<file path="src/rtl/sgpio_irq_detect.sv">
module sgpio_irq_detect #(
  parameter int NPORT = 32,
  parameter int NBIT  = 4,
  localparam int IW   = $clog2(2 * NBIT)
) (
  input  logic                  clk,
  input  logic                  rst_n,
  input  logic                  frame_valid,
  input  logic [NBIT*NPORT-1:0] frame_data,
  input  logic                  wr_en,
  input  logic [2:0]            wr_sel,
  input  logic [IW-1:0]         wr_idx,
  input  logic [NPORT-1:0]      wr_data,
  input  logic [2:0]            rd_sel,
  input  logic [IW-1:0]         rd_idx,
  output logic [NPORT-1:0]      rd_data,
  output logic                  irq
);

  localparam logic [2:0] SEL_TRIG  = 3'd0;
  localparam logic [2:0] SEL_POL   = 3'd1;
  localparam logic [2:0] SEL_ENA   = 3'd2;
  localparam logic [2:0] SEL_ACK   = 3'd3;
  localparam logic [2:0] SEL_IDENT = 3'd4;
  localparam logic [2:0] SEL_MCFG  = 3'd5;

  logic [NPORT-1:0] trg_lo [NBIT];
  logic [NPORT-1:0] trg_hi [NBIT];
  logic [NPORT-1:0] pol    [NBIT];
  logic [NPORT-1:0] ena    [NBIT];
  logic [NPORT-1:0] pend   [NBIT];
  logic [NPORT-1:0] prev   [NBIT];
  logic [NPORT-1:0] ident  [NBIT];
  logic [NBIT-1:0]  any_id;
  logic [NBIT*NPORT-1:0] pend_flat, prev_flat;
  logic master;

  for (genvar b = 0; b < NBIT; b++) begin : g_bit
    logic [NPORT-1:0] cur, hit, ackm;
    logic sel_b;

    assign cur   = frame_data[b*NPORT +: NPORT];
    assign sel_b = wr_en && (wr_idx == IW'(b));
    assign ackm  = (sel_b && wr_sel == SEL_ACK) ? wr_data : '0;
    assign hit   = (~trg_hi[b] & ~trg_lo[b] & (cur ^ pol[b]))
                 | (~trg_hi[b] &  trg_lo[b] & (cur ^ prev[b]))
                 | ( trg_hi[b] & ~trg_lo[b] & (prev[b] & ~cur))
                 | ( trg_hi[b] &  trg_lo[b] & (~prev[b] & cur));
    assign ident[b]  = pend[b] & ena[b];
    assign any_id[b] = |ident[b];
    assign pend_flat[b*NPORT +: NPORT] = pend[b];
    assign prev_flat[b*NPORT +: NPORT] = prev[b];

    always_ff @(posedge clk) begin
      if (!rst_n) begin
        trg_lo[b] <= '0;
        trg_hi[b] <= '0;
        pol[b]    <= '0;
        ena[b]    <= '0;
        pend[b]   <= '0;
        prev[b]   <= '0;
      end else begin
        if (frame_valid) prev[b] <= cur;
        if (sel_b && wr_sel == SEL_TRIG) trg_lo[b] <= wr_data;
        if (wr_en && wr_sel == SEL_TRIG && wr_idx == IW'(NBIT + b)) trg_hi[b] <= wr_data;
        if (sel_b && wr_sel == SEL_POL) pol[b] <= wr_data;
        if (sel_b && wr_sel == SEL_ENA) ena[b] <= wr_data;
        pend[b] <= (pend[b] & ~ackm) | (frame_valid ? hit : '0);
      end
    end

    a_r8_ack_clears: assert property (@(posedge clk) disable iff (!rst_n)
      (sel_b && wr_sel == SEL_ACK && !frame_valid) |=> ((pend[b] & $past(wr_data)) == '0));
  end

  always_ff @(posedge clk) begin
    if (!rst_n) master <= 1'b0;
    else if (wr_en && wr_sel == SEL_MCFG) master <= wr_data[0];
  end

  assign irq = master & (|any_id);

  always_comb begin
    rd_data = '0;
    for (int b = 0; b < NBIT; b++) begin
      if (rd_idx == IW'(b)) begin
        case (rd_sel)
          SEL_TRIG:  rd_data = trg_lo[b];
          SEL_POL:   rd_data = pol[b];
          SEL_ENA:   rd_data = ena[b];
          SEL_IDENT: rd_data = ident[b];
          default:   ;
        endcase
      end
      if (rd_sel == SEL_TRIG && rd_idx == IW'(NBIT + b)) rd_data = trg_hi[b];
    end
    if (rd_sel == SEL_MCFG) rd_data = NPORT'(master);
  end

  a_r3_capture: assert property (@(posedge clk) disable iff (!rst_n)
    frame_valid |=> (prev_flat == $past(frame_data)));

  a_r3_hold: assert property (@(posedge clk) disable iff (!rst_n)
    !frame_valid |=> $stable(prev_flat));

  a_r4_set_only_on_frame: assert property (@(posedge clk) disable iff (!rst_n)
    !frame_valid |=> ((pend_flat & ~$past(pend_flat)) == '0));

  a_r10_irq_needs_pending: assert property (@(posedge clk) disable iff (!rst_n)
    irq |-> (pend_flat != '0));

endmodule

</file>
<file path="config.mk">
export PLATFORM = sky130hd
export DESIGN_NAME = sgpio_irq_detect
export DESIGN_NICKNAME = d
export VERILOG_FILES = /design/src/rtl/sgpio_irq_detect.sv
export SDC_FILE = /design/constraint.sdc
export NUM_CORES = 2
export LEC_CHECK = 0
export ABC_CLOCK_PERIOD_IN_PS = 5500
export BUFFER_PORTS_ARGS = -buffer_cell sky130_fd_sc_hd__buf_4
export CORE_UTILIZATION = 40
export DETAILED_ROUTE_END_ITERATION = 12
export GPL_ROUTABILITY_DRIVEN = 0
export PLACE_DENSITY = 0.57
export RECOVER_POWER = 25
export SLEW_MARGIN = 40
export SYNTH_ARGS = -nofsm -noshare
export SYNTH_HDL_FRONTEND = slang
export SYNTH_SLANG_ARGS = --single-unit
</file>
<file path="constraint.sdc">
create_clock -name clk -period 5.5 [get_ports clk]
set_input_delay 1.1 -clock clk [delete_from_list [all_inputs] [get_ports clk]]
set_output_delay 1.1 -clock clk [all_outputs]
set_load 0.01 [all_outputs]
</file>
### Yosys cells after proc, flatten, opt, wreduce, memory -nomap -nowiden

Memories as Yosys holds them, arrays and structs flattened.
Cells that the tools add are included.

* output and inout bits: 33
* bits in registers: 1
* bits of input ports: 176
* word-level logic and storage cells: 279
* memories kept: 6
* bits in writable memories: 768

Memories
* ena: depth 4, bits a word 32, read ports 4, clocked after memory_dff 0, write ports 4, line 30 `logic [NPORT-1:0] ena [NBIT];`
* pend: depth 4, bits a word 32, read ports 4, clocked after memory_dff 0, write ports 4, line 31 `logic [NPORT-1:0] pend [NBIT];`
* pol: depth 4, bits a word 32, read ports 4, clocked after memory_dff 0, write ports 4, line 29 `logic [NPORT-1:0] pol [NBIT];`
* prev: depth 4, bits a word 32, read ports 4, clocked after memory_dff 0, write ports 4, line 32 `logic [NPORT-1:0] prev [NBIT];`
* trg_hi: depth 4, bits a word 32, read ports 4, clocked after memory_dff 0, write ports 4, line 28 `logic [NPORT-1:0] trg_hi [NBIT];`
* trg_lo: depth 4, bits a word 32, read ports 4, clocked after memory_dff 0, write ports 4, line 27 `logic [NPORT-1:0] trg_lo [NBIT];`

* multiplexer cells: 98
* equality and inequality tests: 22
* reduce and logical (&&, ||, !) cells: 35
* bitwise logic cells: 117

Operators by type and width (number)
* 32-bit AND: 48
* 32-bit two-way mux: 41
* 32-bit inverter: 20
* 32-bit bitwise OR: 16
* 32-bit one-hot mux with 4 select lines: 4
* 32-bit bitwise XOR: 8
* 128-bit OR reduction: 1
* 1-bit two-way mux: 53
* 3-bit == test, second input constant: 11
* 1-bit logical AND: 30
* 1-bit bitwise OR: 24
* 3-bit by 2-bit == test with 1-bit output, second input constant: 7
* 3-bit by 1-bit == test with 1-bit output, second input constant: 4
* 3-bit zero test: 4
* 1-bit AND: 1

### Longest topological paths before layout

* depth after elaboration: 14
* depth in mapped cells: 10
* mapped depth without buffers: 8

### Least setup slack after synthesis

No wires, ideal clock.

* path kind: input to register
* start point: input port frame_valid
* end point: memory prev[0][0] (enable)
* data required time: 4.990 ns
* buffers on the path: 2
* slack: 0.382 ns
* arrival: 4.608 ns
* setup time: 0.510 ns
* stages: 3
* cells stage by stage: clkbuf_1 clkbuf_1 nand2b_1

RTL lines
* from (decl): line 8 `input logic frame_valid,`
* to (decl): line 32

### Worst setup path after layout

* start point: input port rd_sel[0]
* end point: output port rd_data[21]

* cells in the longest elaborated chain, start to end: 14
* elaborated cells between the ends (all ways): 22
* classes of those cells: eq/ne: 4; mux: 13; reduce/logical: 5

RTL lines
* from (decl): line 14 `input logic [2:0] rd_sel,`
* 3-bit == test (tied with other cells): line 87 `case (rd_sel)`
* 32-bit one-hot mux with 4 select lines: line 87
* 32-bit two-way mux: line 86 `if (rd_idx == IW'(b)) begin`
* 32-bit two-way mux: line 95 `if (rd_sel == SEL_TRIG && rd_idx == IW'(NBIT + b)) rd_data = trg_hi[b];`
* 32-bit one-hot mux with 4 select lines: line 87
* 32-bit two-way mux: line 86
* 32-bit two-way mux: line 95
* 32-bit one-hot mux with 4 select lines: line 87
* 32-bit two-way mux: line 86
* 32-bit two-way mux: line 95
* 32-bit one-hot mux with 4 select lines: line 87
* 32-bit two-way mux: line 86
* 32-bit two-way mux: line 95
* 32-bit two-way mux *: line 97 `if (rd_sel == SEL_MCFG) rd_data = NPORT'(master);`
* to (decl): line 16 `output logic [NPORT-1:0] rd_data,`

Every way passes the cells marked *; elsewhere a longest branch is shown, timed or not.

==> impl_metrics.yaml <==
timing:
  skew_ns: 0.0290
  tns_ns: 0
  fmax_mhz: 195
  rsz0062_at_grt: "no"
  final_max_slew_viol_count: 508
  finalSetupViolations: 0
  fin_crit_ns: 5.13
  fin_crit_sh_pct: 93.2
  hold_viol: 0
  hold_ws_ns: 0.539
  worst_slew_pin_slew_ns: 3.27
  relSlewSlack_pct: -118
worst_setup_path:
  worstSetupStartpoint: "rd_sel[0]"
  crit_family: "compound AO/OA/AOI/OAI gates"
  reg2regPathDepth: 5
  reg2reg_from: "prev[2][7]"
  path_class: "primary input to output pin"
  cp-endpoint: "rd_data[21]"
  critPathMaxStageDelay_ns: 0.70
  startpoint_type: "primary input"
  crit_fanout: 37
  r2r-end: "pend[2][7]"
  cp_num_cells: 8
  slowest_stage: "o21ai_0"
  worst-path-buf-inv: 3
  critPathArrivalTime_ns: 4.03
  path_cells: "buf_6 -> nor2b_4 -> buf_12 -> a21oi_1 -> o21ai_0 -> nand3_1 -> o22ai_1 -> buf_4"
  cp-end-kind: "output pin"
  reg2reg_slack_ns: 3.87
  cp_data_required_time_ns: 4.40
clocking:
  cts-buffers-inserted: 88
  cts_tree: "done"
  htreeDepth: 3
  cts_root_buf: "clkbuf_16"
  clock_latency_ns: 0.68
  post_cts_buffers: 0
  cts_resized: 0
  clock_sinks: 769
  postCtsHoldBufs: 0
  cts_max_path_buffers: 3
  clk_pin_slew_ns: 0.06
finish:
  drive_above_1_share_pct: 13.9
  nNetsFinal: 4721
  syn2layout_area_growth_pct: 14.0
  fillers: 10218
  postLayoutCellArea_sq_um: 50900
power_and_ir_drop:
  netSwitchingFraction_pct: 27.1
  leakagePower_nw: 20.4
  peakVddDrop_mv: 0.215
  p_sw_mw: 4.06
  power_frac_seq_pct: 47.1
  p_per_area_nw_per_um2: 294
  pwr-share-comb_pct: 13.1
  clock_power_share_pct: 39.8
  p_int_mw: 10.9
floorplan:
  start_util_pct: 40.3
  ioPinCount: 209
  die_h_um: 336
  die_area_sq_um: 113000
  rows: 122
  fp.dieW_um: 336
  core_area_sq_um: 111000
yosys:
  synth.most_common_cell: "edfxtp_1"
  avgSynthCellArea_sq_um: 10.7
  ys_ff_latch: 769
  yosysWarningCount: 0
  async_reset_ff_share_pct: 0
  synth.net_count: 4621
  synth.area.top_cells: "edfxtp_1, and2_1, ha_1, mux4_2, dfxtp_1"
  synthTopCellsByCount: "edfxtp_1, and2_1, inv_1"
  syn-cell-area_sq_um: 44600
  synth_flop_cell: "edfxtp_1"
  yosys.cell_types.count: 72
  synth_cells: 4189
  seq_area_frac_synth_pct: 48.8
  synth_top_cell_area_share_pct: 43.0
  synth_edf_count: 640
  yosysTopAreaCell: "edfxtp_1"
outcome:
  violations: "max-capacitance violations, max-slew violations"
  status: "finished, violations left"
placement:
  hpwl_um: 111000
  io_buffers: 208
  placed_area_sq_um: 48300
detailed_routing:
  vias_per_cell: 6.00
  first_iter_violations: 4744
  wire_per_inst_um: 29.9
  ant_nets: 0
  routed_wl_um: 175000
  via_count: 35103
  drt_pass1_iterations: 6
  post-route-drc-count: 0
global_routing:
  antenna_found_initial: 19
  track_usage_pct: 30.6
  first_global_vias: 33379
  grt_overflow: 0
  grt_max_degree: 120
  grt_pass1_wl_um: 246000
flow_run:
  maxCapViolCount: 17
min_path:
  hp-start: "pend[3][24]"
  hold_class: "flip-flop to flip-flop"
-- power by group through the flow --
stage          Sequential (mW)  Clock, mW  Combinational [mW]
4_1_cts                   7.04       6.00                1.96
2_1_floorplan             7.02          0                1.15
6_report                  7.06       5.96                1.96
5_1_grt                   7.08       6.20                2.10
3_3_place_gp              7.15          0                1.89
3_5_place_dp              7.16          0                1.95
-- worst min-delay path, cell delays in order, from the launching register on --
cell	delay (ns)
dfxtp_1	0.34
a22oi_1	0.07
nor2b_1	0.10
-- area by class of cell --
class                      count  area (sq um)  share of cell area [%]
sequential                   769         21800                    42.8
multi-input combinational   2719         20400                    40.0
timing repair buffer         328          2580                    5.07
clock buffer                 133          2540                    5.00
tap                         1488          1860                    3.66
inverter                     383          1440                    2.82
clock inverter                29           280                   0.551
antenna                        6          15.0                  0.0295
-- layout by cell type, fill, tap and decap left out, types with 8 or more instances in the layout --
master / count
a211oi_1: 16
a21boi_0: 8
a21o_1: 18
a21oi_1: 267
a221o_1: 28
a221oi_1: 35
a22o_1: 15
a22oi_1: 169
a31oi_1: 23
and2_0: 24
and2_1: 490
and3_1: 178
buf_12: 12
buf_4: 288
clkbuf_1: 47
clkbuf_16: 91
clkbuf_8: 11
clkinv_2: 12
dfxtp_1: 129
edfxtp_1: 640
ha_1: 256
inv_1: 382
mux2i_1: 17
mux4_2: 120
nand2_1: 287
nand2b_1: 53
nand3_1: 100
nand4_1: 16
nor2_1: 45
nor2_2: 11
nor2_4: 8
nor2b_1: 133
o211ai_1: 11
o21ai_0: 141
o21ai_4: 9
o22a_1: 12
o22ai_1: 11
xnor2_1: 8
xor2_1: 120
-- worst min-delay path by stage --
stage | slack, ns | end | cells after the start
2_1_floorplan | 0.49 | pend[3][11] | 2
3_3_place_gp | 0.52 | pend[2][17] | 2
3_5_place_dp | 0.52 | pend[2][17] | 2
4_1_cts | 0.54 | pend[2][17] | 2
5_1_grt | 0.55 | pend[2][17] | 2
6_report | 0.54 | pend[3][24] | 2
-- sequential cells by signal, summed over array words and instances, names as in the netlist --
register / flops
trg_hi: 128
prev: 128
pol: 128
trg_lo: 128
pend: 128
ena: 128
master: 1
-- per-layer routing --
| layer | track usage, % | part of all wire, % | up-vias |
|---|---|---|---|
| li1 | - | - | 15013 |
| met1 | 42.0 | 40 | 17464 |
| met2 | 46.5 | 44 | 2183 |
| met3 | 6.78 | 11 | 421 |
| met4 | 12.7 | 4.4 | 22 |
| met5 | 0 | 0.090 | - |
-- metrics by stage --
| step | setup WS (ns) | util, % | instances | power (mW) |
|---|---|---|---|---|
| finish | 0.372 | 46.0 | 5855 | 15.0 |
| global route | 0.378 | 46.0 | 5850 | 15.4 |
| CTS | 0.459 | 46.2 | 5847 | 15.0 |
| detailed placement | 0.458 | 43.6 | 5685 | 9.10 |
| global placement | 0.375 | 43.6 | 5681 | 9.05 |
| floorplan | 0.382 | - | 4189 | 8.17 |
-- kinds of logic after synthesis --
| logic type | share of synthesized area, % |
|---|---|
| compound gates | 11.8 |
| xor+xnor | 2.51 |
| fa+ha+maj | 7.22 |
| buf+inv | 6.04 |
| flops | 48.8 |
| mux | 6.43 |
| simple gates | 17.2 |
No activity file was read; power rests on OpenSTA's default activity.
